`src/rtl/i2c_cmd_pkg.sv`:
```
package i2c_cmd_pkg;

    typedef enum logic [1:0] {
        OP_START = 2'b00,
        OP_WRITE = 2'b01,
        OP_READ  = 2'b10,
        OP_STOP  = 2'b11
    } op_e;

    typedef enum logic [1:0] {
        ST_IDLE,
        ST_START,
        ST_BIT,
        ST_STOP
    } st_e;

    localparam int unsigned BYTE_W  = 8;
    localparam logic [3:0]  ACK_BIT = 4'd8;

    typedef struct packed {
        st_e               st;
        logic [1:0]        ph;
        logic [3:0]        bitn;
        logic [BYTE_W-1:0] sh;
        op_e               op;
        logic              ack_send;
        logic              scl_oe;
        logic              sda_oe;
        logic              done;
        logic              ack_rx;
        logic              arb;
        logic [BYTE_W-1:0] rdata;
    } ctl_t;

endpackage

```
`src/rtl/i2c_line_sync.sv`:
```
module i2c_line_sync #(
    parameter int W      = 2,
    parameter int STAGES = 2
) (
    input  logic         clk,
    input  logic         rst_n,
    input  logic [W-1:0] lines_i,
    output logic [W-1:0] lines_o
);
    logic [W-1:0] stg_q [STAGES];

    always_ff @(posedge clk or negedge rst_n) begin
        if (!rst_n) begin
            for (int i = 0; i < STAGES; i++) stg_q[i] <= '1;
        end else begin
            stg_q[0] <= lines_i;
            for (int i = 1; i < STAGES; i++) stg_q[i] <= stg_q[i-1];
        end
    end

    assign lines_o = stg_q[STAGES-1];
endmodule

```
`src/rtl/i2c_qtr_timer.sv`:
```
module i2c_qtr_timer #(
    parameter int W = 16
) (
    input  logic         clk,
    input  logic         rst_n,
    input  logic         clr,
    input  logic         run,
    input  logic [W-1:0] limit,
    output logic         first,
    output logic         expire
);
    logic [W-1:0] cnt_d, cnt_q;
    logic [W-1:0] lim_m1;

    always_comb begin
        lim_m1 = (limit < W'(2)) ? W'(1) : limit - W'(1);
        first  = run && (cnt_q == '0);
        expire = run && (cnt_q == lim_m1);
        cnt_d  = cnt_q;
        if (clr || expire) cnt_d = '0;
        else if (run)      cnt_d = cnt_q + W'(1);
    end

    always_ff @(posedge clk or negedge rst_n) begin
        if (!rst_n) cnt_q <= '0;
        else        cnt_q <= cnt_d;
    end
endmodule

```
`src/rtl/i2c_cmd_ctrl.sv`:
```
module i2c_cmd_ctrl
    import i2c_cmd_pkg::*;
#(
    parameter int QW     = 16,
    parameter int STAGES = 2
) (
    input  logic          clk,
    input  logic          rst_n,
    input  logic [QW-1:0] cfg_qtr,
    input  logic          cmd_valid,
    input  logic [1:0]    cmd_op,
    input  logic [7:0]    cmd_wdata,
    input  logic          cmd_ack,
    output logic          cmd_ready,
    output logic          done,
    output logic [7:0]    rdata,
    output logic          ack_rx,
    output logic          arb_lost,
    input  logic          scl_i,
    input  logic          sda_i,
    output logic          scl_oe,
    output logic          sda_oe
);
    ctl_t d, q;
    logic scl_s, sda_s;
    logic t_first, t_expire, t_run, bitval, arb_hit;

    i2c_line_sync #(.W(2), .STAGES(STAGES)) u_sync (
        .clk(clk), .rst_n(rst_n),
        .lines_i({scl_i, sda_i}),
        .lines_o({scl_s, sda_s})
    );

    assign t_run = (scl_s == !q.scl_oe);

    i2c_qtr_timer #(.W(QW)) u_timer (
        .clk(clk), .rst_n(rst_n),
        .clr(q.st == ST_IDLE),
        .run(t_run),
        .limit(cfg_qtr),
        .first(t_first),
        .expire(t_expire)
    );

    always_comb begin
        if (q.bitn == ACK_BIT) bitval = (q.op == OP_READ) ? !q.ack_send : 1'b1;
        else                   bitval = (q.op == OP_WRITE) ? q.sh[7] : 1'b1;
        arb_hit = (q.st == ST_BIT) && (q.ph == 2'd2) && t_first &&
                  (q.op == OP_WRITE) && (q.bitn != ACK_BIT) && bitval && !sda_s;
    end

    always_comb begin
        d      = q;
        d.done = 1'b0;
        unique case (q.st)
            ST_IDLE: if (cmd_valid) begin
                d.op       = op_e'(cmd_op);
                d.ack_send = cmd_ack;
                d.sh       = cmd_wdata;
                d.ph       = 2'd0;
                d.bitn     = 4'd0;
                d.arb      = 1'b0;
                unique case (op_e'(cmd_op))
                    OP_START: begin d.st = ST_START; d.sda_oe = 1'b0; end
                    OP_STOP:  begin d.st = ST_STOP;  d.scl_oe = 1'b1; end
                    default:  begin d.st = ST_BIT;   d.scl_oe = 1'b1; end
                endcase
            end
            ST_START: if (t_expire) begin
                d.ph = q.ph + 2'd1;
                unique case (q.ph)
                    2'd0: d.scl_oe = 1'b0;
                    2'd1: d.sda_oe = 1'b1;
                    2'd2: d.scl_oe = 1'b1;
                    default: begin d.done = 1'b1; d.st = ST_IDLE; end
                endcase
            end
            ST_STOP: if (t_expire) begin
                d.ph = q.ph + 2'd1;
                unique case (q.ph)
                    2'd0: d.sda_oe = 1'b1;
                    2'd1: d.scl_oe = 1'b0;
                    2'd2: d.sda_oe = 1'b0;
                    default: begin d.done = 1'b1; d.st = ST_IDLE; end
                endcase
            end
            default: begin
                if (arb_hit) begin
                    d.scl_oe = 1'b0;
                    d.sda_oe = 1'b0;
                    d.arb    = 1'b1;
                    d.done   = 1'b1;
                    d.st     = ST_IDLE;
                end else begin
                    if (q.ph == 2'd2 && t_first) begin
                        if (q.bitn == ACK_BIT) d.ack_rx = !sda_s;
                        else                   d.sh = {q.sh[6:0], sda_s};
                    end
                    if (t_expire) begin
                        d.ph = q.ph + 2'd1;
                        unique case (q.ph)
                            2'd0: d.sda_oe = !bitval;
                            2'd1: d.scl_oe = 1'b0;
                            2'd2: ;
                            default: begin
                                d.scl_oe = 1'b1;
                                if (q.bitn == ACK_BIT) begin
                                    d.done  = 1'b1;
                                    d.st    = ST_IDLE;
                                    d.rdata = q.sh;
                                end else begin
                                    d.bitn = q.bitn + 4'd1;
                                end
                            end
                        endcase
                    end
                end
            end
        endcase
    end

    always_ff @(posedge clk or negedge rst_n) begin
        if (!rst_n) begin
            q          <= '0;
            q.st       <= ST_IDLE;
            q.op       <= OP_START;
        end else begin
            q <= d;
        end
    end

    assign cmd_ready = (q.st == ST_IDLE);
    assign done      = q.done;
    assign rdata     = q.rdata;
    assign ack_rx    = q.ack_rx;
    assign arb_lost  = q.arb;
    assign scl_oe    = q.scl_oe;
    assign sda_oe    = q.sda_oe;
endmodule

```
`config.mk`:
```
export PLATFORM = sky130hd
export DESIGN_NAME = i2c_cmd_ctrl
export DESIGN_NICKNAME = d
export VERILOG_FILES = /design/src/rtl/i2c_cmd_pkg.sv /design/src/rtl/i2c_line_sync.sv /design/src/rtl/i2c_qtr_timer.sv /design/src/rtl/i2c_cmd_ctrl.sv
export SDC_FILE = /design/constraint.sdc
export NUM_CORES = 1
export LEC_CHECK = 0
export BUFFER_PORTS_ARGS = -buffer_cell sky130_fd_sc_hd__buf_2
export CORE_MARGIN = 10
export CORE_UTILIZATION = 35
export CTS_CLUSTER_DIAMETER = 150
export CTS_CLUSTER_SIZE = 16
export DETAILED_ROUTE_END_ITERATION = 7
export PLACE_DENSITY = 0.59
export RECOVER_POWER = 50
export SYNTH_ARGS = -nofsm -noshare
export SYNTH_HDL_FRONTEND = slang
export SYNTH_SLANG_ARGS = --single-unit
export TNS_END_PERCENT = 1
```
`constraint.sdc`:
```
create_clock -name clk -period 2.99 [get_ports clk]
set_input_delay 0.1495 -clock clk [delete_from_list [all_inputs] [get_ports clk]]
set_output_delay 0.1495 -clock clk [all_outputs]
set_load 0.1 [all_outputs]
```
==> summary.txt, run 1 <==
Outcome
  – Status: finished with violations
  – Failing checks: negative setup slack

STA
  – Fmax: about 330 MHz
  – Slew HR: a little over a fifth
  – Clk_skew: between 0.009 and 0.01 ns
  – Final setup fails: 5
  – Fin crit share: 100%
  – Min Clock Period, post-route: 3.00 ns
  – Final hold viol count: 0
  – Worst-margin pin slew: 1.18 ns
  – RSZ-0062 raised after global routing: yes
  – Slew Viols, Final: 0
  – Setup WS post-layout: -0.00902 ns

Drt
  – Vias per cell: about 5.3
  – Post-DRT Antenna Nets: 0
  – Routed WL per cell: 15.2 um
  – Vias: 3,398
  – Starting DRT DRC Count: roughly 230
  – Detailed Route WL: between 9 and 10 mm
  – Drt pass-1 iters: 4
  – DRC: 0

Synth
  – Mapped Area: between 3000 and 4000 um2
  – Largest area contributor in the netlist: dfrtp_1
  – Number of synthesized register bits: 52
  – Post-synthesis sequential area ratio: 34.9%
  – Syn Nets: between 400 and 500
  – Syn avg cell area: 8.76 um2
  – Post-Synthesis Cells: 427
  – Synth async-reset ratio: 100%
  – Yosys cell types: 65
  – EDFF count, synth: 0
  – Synth top area share: 32.1%
  – Synth Flop Type: dfrtp_1
  – Synth top area cells: dfrtp_1 32%, nor2_1 5.3%, nand2_1 4.8%
  – Yosys warnings: 0

Pwr
  – NetSw: between 500 and 600 uW
  – Clk pwr share: 25.1%
  – Sw frac: 31.8%
  – Comb pwr share: 27.0%
  – Pint: 1150 uW
  – Leakage: 0.00199 uW
  – Worst VDD drop: 0.000205 V
  – Pwr/cell area: 370 nW/um2
  – Sequential share of power: roughly 48%

Job
  – Max-cap violations: 0

Setup path
  – Reg-to-reg slack, setup: 0.18 ns
  – Slowest cell on crit path: or4_4
  – CP max stage delay: 0.58 ns
  – CP delay by family, top: simple AND/OR/NAND/NOR gates
  – Worst Path Required: 3.18 ns
  – Maximum fanout along the worst path: 8
  – R2r startpoint: u_timer.cnt_q[6]
  – Startpoint types: input pin
  – Setup crit end kind: flop
  – CP bufs+invs: 3
  – CP Data Arrival Time: 3.19 ns
  – Worst reg2reg path depth: 9
  – Critical path cell sequence: buf_2 > buf_4 > or4_4 > o31ai_4 > nand2_1 > or4_4 > a32oi_2 > nand4_4 > or3_1 > buf_4 > mux2_4
  – Reg-to-reg endpoint: rdata[0]
  – Critical setup path kind: input pin to flop
  – CP Launch Point: cfg_qtr[1]

Placed design
  – RD Place Congestion: 0.915
  – DP Worst Slack: -0.364 ns
  – Detail Placement HPWL: roughly 7.6 mm
  – DP Area: between 4000 and 5000 um2
  – IO buf count: 45

Floorplan
  – Ports: 46
  – Core ar.: 10,400 um2
  – Die area: around 15,000 um2
  – Starting Density: 36.1%
  – Die height: around 120 um
  – Num rows: 37
  – Die span in x: approximately 120 um

Clock tree
  – CTS Buffer Depth: 2
  – CTS tree: done
  – Clock slew at reported path FFs: 0.09 ns
  – Clk Tree Root Cell: clkbuf_8
  – TritonCTS Buffers: 5
  – Clock Latency Late Sink: 0.31 ns
  – CTS Sinks: 52
  – H-tree levels: 2

Finish
  – ANT cells: 0
  – Final Instance Area: around 4600 um2
  – Share of layout cells above drive strength 1: 26.1%
  – Nets: 546
  – Layout Area Growth over Synthesis: 22.2%

Min path
  – Min-Delay Endpoint: q[13]
  – Hold Path Stages: 3
  – Hold crit path type: input pin to flop
  – Hold_sp: cmd_ack

GRT
  – Total grt overflow: 0
  – Total global-route track usage: 12.9%
  – Largest net degree at the start of global routing: 31
  – First-pass GRT wire length: 16.2 mm
  – Number of antenna violations at the first check in global routing: 0
  – Vias in the first global route: between 3,000 and 4,000
## registers in the layout (all words and copies together) (netlist names)
register / count
ack_rx: 1
arb_lost: 1
done: 1
q: 19
rdata: 8
scl_oe: 1
sda_oe: 1
u_sync.lines_o: 2
u_sync.stg_q: 2
u_timer.cnt_q: 16
## layer usage
metal	wire (um)	global-route usage [%]
met5	0	0
met1	4490	17.5
met3	383	2.19
met2	4730	20.8
met4	129	3.13
## tightest hold or removal path, stage by stage
cell and delay (ns):
buf_2 0.08, nand2_1 0.04, nand2_1 0.04
## Yosys cell counts (3+ instances only)
master	n
o21ai_0	12
nor3_1	10
nor4_1	8
or4_1	6
or3_1	4
nand4_1	11
clkbuf_1	18
nand3_1	20
a221o_1	8
xor2_1	13
o21a_1	3
buf_4	8
buf_2	5
xnor2_1	18
a21oi_1	14
o41ai_1	3
and3_1	5
ha_1	10
mux2i_1	4
nor2_1	53
dfrtp_1	48
or2_2	3
o22ai_1	3
inv_1	20
nand2_1	48
nor4b_1	4
mux2_4	8
dfstp_2	4
o211ai_1	6
## placed cells by master (no fill, tap or decap), types with 5 or more instances in the layout
cell	Yosys	routed
nor3_1	10	10
o211ai_1	6	6
a21oi_1	14	14
buf_4	8	54
xnor2_1	18	17
a221o_1	8	8
nor4_1	8	8
inv_1	20	18
clkbuf_1	18	12
buf_2	5	33
clkbuf_8	0	6
ha_1	10	9
xor2_1	13	13
nand2_1	48	48
nor2_1	53	53
dfrtp_1	48	48
nand4_1	11	11
o21ai_0	12	12
and3_1	5	5
mux2_4	8	8
nand3_1	20	20
## stage by stage
| stage | total power [uW] | utilization [%] | TNS (ns) | hold slack [ns] | instances |
|---|---|---|---|---|---|
| 6_report | 1690 | 44.1 | -0.0234 | 0.0340 | 641 |
| 5_1_grt | 1800 | 44.1 | -0.553 | 0.0417 | 641 |
| 4_1_cts | 1710 | 44.2 | 0 | 0.0291 | 641 |
| 3_5_place_dp | 1280 | 42.6 | -5.31 | 0.143 | 629 |
| 3_3_place_gp | 1270 | 42.6 | -3.83 | 0.139 | 629 |
| 2_1_floorplan | 1100 | - | -1.24 | -0.146 | 427 |
## timing repair
action,in CTS,in global routing
buffers inserted,1,0
hold buffers,3,0
setup endpoints to repair,8,9
pin swaps,4,1
resized for setup,5,1
endpoints found under the hold margin,24,0
## power groups by stage
| stage | Clock [uW] | Combinational, uW | Sequential (uW) |
|---|---|---|---|
| after global routing | 465 | 515 | 817 |
| after detailed placement | 0 | 455 | 821 |
| after global placement | 0 | 448 | 824 |
| after floorplan | 0 | 302 | 801 |
| final | 426 | 458 | 810 |
| after CTS | 436 | 461 | 811 |
## cell families (layout without fill, tap and decap cells)
logic type	count (synthesis)	after routing	share of synthesized area, %
adders and majority gates	10	10	3.35
buffers and inverters	54	132	6.79
DFF	52	52	34.9
and+or+nand+nor	195	195	27.1
AOI/OAI and AO/OA	70	70	14.4
xor gates and xnor gates	34	34	9.10
muxes	12	12	4.28
## how the worst max path moves through the flow
stage | to | slack [ns] | depth (start not counted)
after floorplan | rdata[0] | -0.16 | 12
after global placement | rdata[5] | -0.32 | 12
after detailed placement | rdata[2] | -0.36 | 13
after CTS | rdata[0] | 0.02 | 11
after global routing | rdata[0] | -0.08 | 11
final | rdata[0] | -0.009 | 11
## cell type report
type,instances,area [um2]
clock buffers,6,82.6
clock inverters,2,15.0
fillers,1046,5800
inverters,20,92.6
multi-input cells,321,2230
flip-flops and latches,52,1310
well taps,136,170
repair buffers,104,671
Power figures use the tool's default switching activity.
==> run 2, diff against run 1 <==
--- a/config.mk
+++ b/config.mk
@@ -8,6 +8,7 @@
 export BUFFER_PORTS_ARGS = -buffer_cell sky130_fd_sc_hd__buf_2
 export CORE_MARGIN = 10
 export CORE_UTILIZATION = 35
+export CTS_BUF_LIST = sky130_fd_sc_hd__clkbuf_4 sky130_fd_sc_hd__clkbuf_8
 export CTS_CLUSTER_DIAMETER = 150
 export CTS_CLUSTER_SIZE = 16
 export DETAILED_ROUTE_END_ITERATION = 7
==> constraint.sdc (replaced) <==
create_clock -name clk -period 2.6 [get_ports clk]
set_input_delay 0.13 -clock clk [delete_from_list [all_inputs] [get_ports clk]]
set_output_delay 0.13 -clock clk [all_outputs]
set_load 0.1 [all_outputs]
==> summary.txt, run 2 (synthesis results as in run 1) <==
GRT
  – Total global-route track usage: 13.1% (was 12.9%)
  – Number of antenna violations at the first check in global routing: 0 (unchanged)
  – Total grt overflow: 0 (unchanged)
  – Largest net degree at the start of global routing: 38 (was 31)
  – First-pass GRT wire length: 16.6 mm (was 16.2 mm)
  – Vias in the first global route: 3,421 (was 3,298)

Pwr
  – Worst VDD drop: 0.000255 V (was 0.000205 V)
  – Leakage: 0.00225 uW (was 0.00199 uW)
  – Pwr/cell area: 428 nW/um2 (was 370 nW/um2)

Clock tree
  – Clock Latency Late Sink: 0.31 ns (about the same)
  – Clk Tree Root Cell: clkbuf_8 (unchanged)
  – Clock slew at reported path FFs: 0.10 ns (was 0.09 ns)
  – CTS tree: done (unchanged)
  – CTS Buffer Depth: 2 (unchanged)
  – CTS Sinks: 52 (unchanged)
  – H-tree levels: 2 (unchanged)
  – TritonCTS Buffers: 5 (unchanged)

Setup path
  – CP Data Arrival Time: 3.03 ns (was 3.19 ns)
  – Slowest cell on crit path: or4_4 (unchanged)
  – Worst Path Required: 2.79 ns (was 3.18 ns)
  – R2r startpoint: u_timer.cnt_q[6] (unchanged)
  – Critical setup path kind: flop to flop (was input pin to flop)
  – Setup crit end kind: flop (unchanged)
  – CP Launch Point: u_timer.cnt_q[6] (was cfg_qtr[1])
  – Critical path cell sequence: xnor2_2 > or4_4 > o211ai_4 > o311ai_4 > a2111oi_4 > nand4_4 > or3_4 > mux2_4 (was buf_2 > buf_4 > or4_4 > o31ai_4 > nand2_1 > or4_4 > a32oi_2 > nand4_4 > or3_1 > buf_4 > mux2_4)
  – CP max stage delay: 0.44 ns (was 0.58 ns)
  – Startpoint types: flop (was input pin)
  – Maximum fanout along the worst path: 8 (unchanged)

Floorplan
  – Num rows: 37 (unchanged)
  – Die height: 123 um (unchanged)
  – Die span in x: 123 um (unchanged)
  – Die area: 15,200 um2 (unchanged)
  – Core ar.: 10,400 um2 (unchanged)
  – Ports: 46 (unchanged)
  – Starting Density: 36.1% (unchanged)

Drt
  – Starting DRT DRC Count: 229 (was 226)
  – DRC: 0 (unchanged)
  – Routed WL per cell: 15.2 um (about the same)
  – Vias: 3,535 (was 3,398)
  – Drt pass-1 iters: 5 (was 4)
  – Detailed Route WL: 10.2 mm (was 9.74 mm)
  – Vias per cell: 5.28 (was 5.30)
  – Post-DRT Antenna Nets: 0 (unchanged)

Outcome
  – Failing checks: negative setup slack (unchanged)
  – Status: finished with violations (unchanged)

STA
  – Final setup fails: 34 (was 5)
  – Slew Viols, Final: 0 (unchanged)
  – Fin crit share: 109%
  – Final hold viol count: 0 (unchanged)
  – Setup WS post-layout: -0.245 ns (was -0.00902 ns)
  – Clk_skew: 0.0143 ns (was 0.00956 ns)
  – Min Clock Period, post-route: ~2.8 ns
  – Setup TNS Final: -5.64 ns (was -0.0234 ns)
  – Fmax: around 350 MHz
  – Worst-margin pin slew: 0.932 ns (was 1.18 ns)
  – Slew HR: 37.8% (was 21.3%)
  – RSZ-0062 raised after global routing: yes (unchanged)
  – Final hold slack: 0.0189 ns (was 0.0340 ns)

Min path
  – Hold_sp: cmd_ack (unchanged)
  – Hold crit path type: input pin to flop (unchanged)

Placed design
  – RD Place Congestion: 0.934 (was 0.915)
  – IO buf count: 45 (unchanged)
  – Detail Placement HPWL: 7.83 mm (was 7.60 mm)
  – Placed Instances: 654 (was 629)

Finish
  – Final core occ: 47.6% (was 44.1%)
  – Commonest non-fill, non-tap cell in the layout: buf_4 (unchanged)
  – Fill count: 1,018 (was 1,046)
  – Nets: 574 (was 546)
  – Final std cells w/o fill: 669 (was 641)
  – ANT cells: 0 (unchanged)
  – Share of layout cells above drive strength 1: 34.1% (was 26.1%)
  – Biggest register: q (unchanged)
  – Most frequent cells in the layout: 81 x buf_4, 53 x nor2_1, 48 x dfrtp_1, 47 x nand2_1, 42 x buf_2 (was 54 x buf_4, 53 x nor2_1, 48 x nand2_1, 48 x dfrtp_1, 33 x buf_2)
  – Largest register FFs: 19 (unchanged)
  – Layout Area Growth over Synthesis: 32.0% (was 22.2%)

Job
  – Max-cap violations: 0 (unchanged)
run 2: where the power goes:
group | leakage (uW) | total (uW) | switching (uW) | internal (uW)
Clock | 0.0000541 | 558 | 273 | 285
Combinational | 0.00151 | 634 | 317 | 317
Sequential | 0.000690 | 919 | 60.2 | 859
run 2: per-layer routing:
metal | track usage [%] | routed length (um)
met5 | 0 | 0
met4 | 3.13 | 102
met3 | 2.37 | 466
met2 | 22.1 | 5000
met1 | 17.0 | 4600
run 2: final cells by class:
class                   instances  area, um2  share of cell area [%]
inverters                      20       92.6                    1.88
clock buffers                   5       68.8                    1.39
well taps                     136        170                    3.45
clock inverters                 3       42.5                   0.862
multi-input cells             321       2330                    47.2
flip-flops and latches         52       1310                    26.5
repair buffers                132        922                    18.7
run 2: worst max-delay path, delay by kind of cell, from the launching register on:
family | cells | cell delay, ns
AND/OR/NAND/NOR | 3 | 1.03
AO/OA/AOI/OAI | 3 | 0.79
flip-flops | 1 | 0.42
multiplexers | 1 | 0.33
XOR/XNOR | 1 | 0.16
run 2: path summary, 6_finish.rpt:
| path | end | slack, ns | cells past startpoint |
|---|---|---|---|
| setup / recovery | rdata[2] | -0.24 | 8 |
| hold reg to reg | u_sync.lines_o[1] | 0.36 | 0 |
| setup reg to reg | rdata[2] | -0.24 | 8 |
| min in group asynchronous | rdata[5] | 0.41 | 2 |
| max in group asynchronous | u_timer.cnt_q[1] | 0.77 | 3 |
| hold / removal | q[13] | 0.02 | 3 |
run 2: through the flow:
step                setup WS (ns)  power (uW)  cell area (um2)
floorplan                  -0.526        1270             3780
global placement           -0.680        1520             4610
detailed placement         -0.744        1530             4610
CTS                        -0.294        2110             4870
global route               -0.316        2240             4930
finish                     -0.245        2110             4930
run 2: what timing repair did:
| item | CTS | global route |
|---|---|---|
| pin swaps | 11 | 9 |
| setup buffers | 3 | 2 |
| hold buffers | 3 | 0 |
| resized for setup | 21 | 15 |
| endpoints found under the hold margin | 17 | 0 |
| setup endpoints to repair | 32 | 35 |
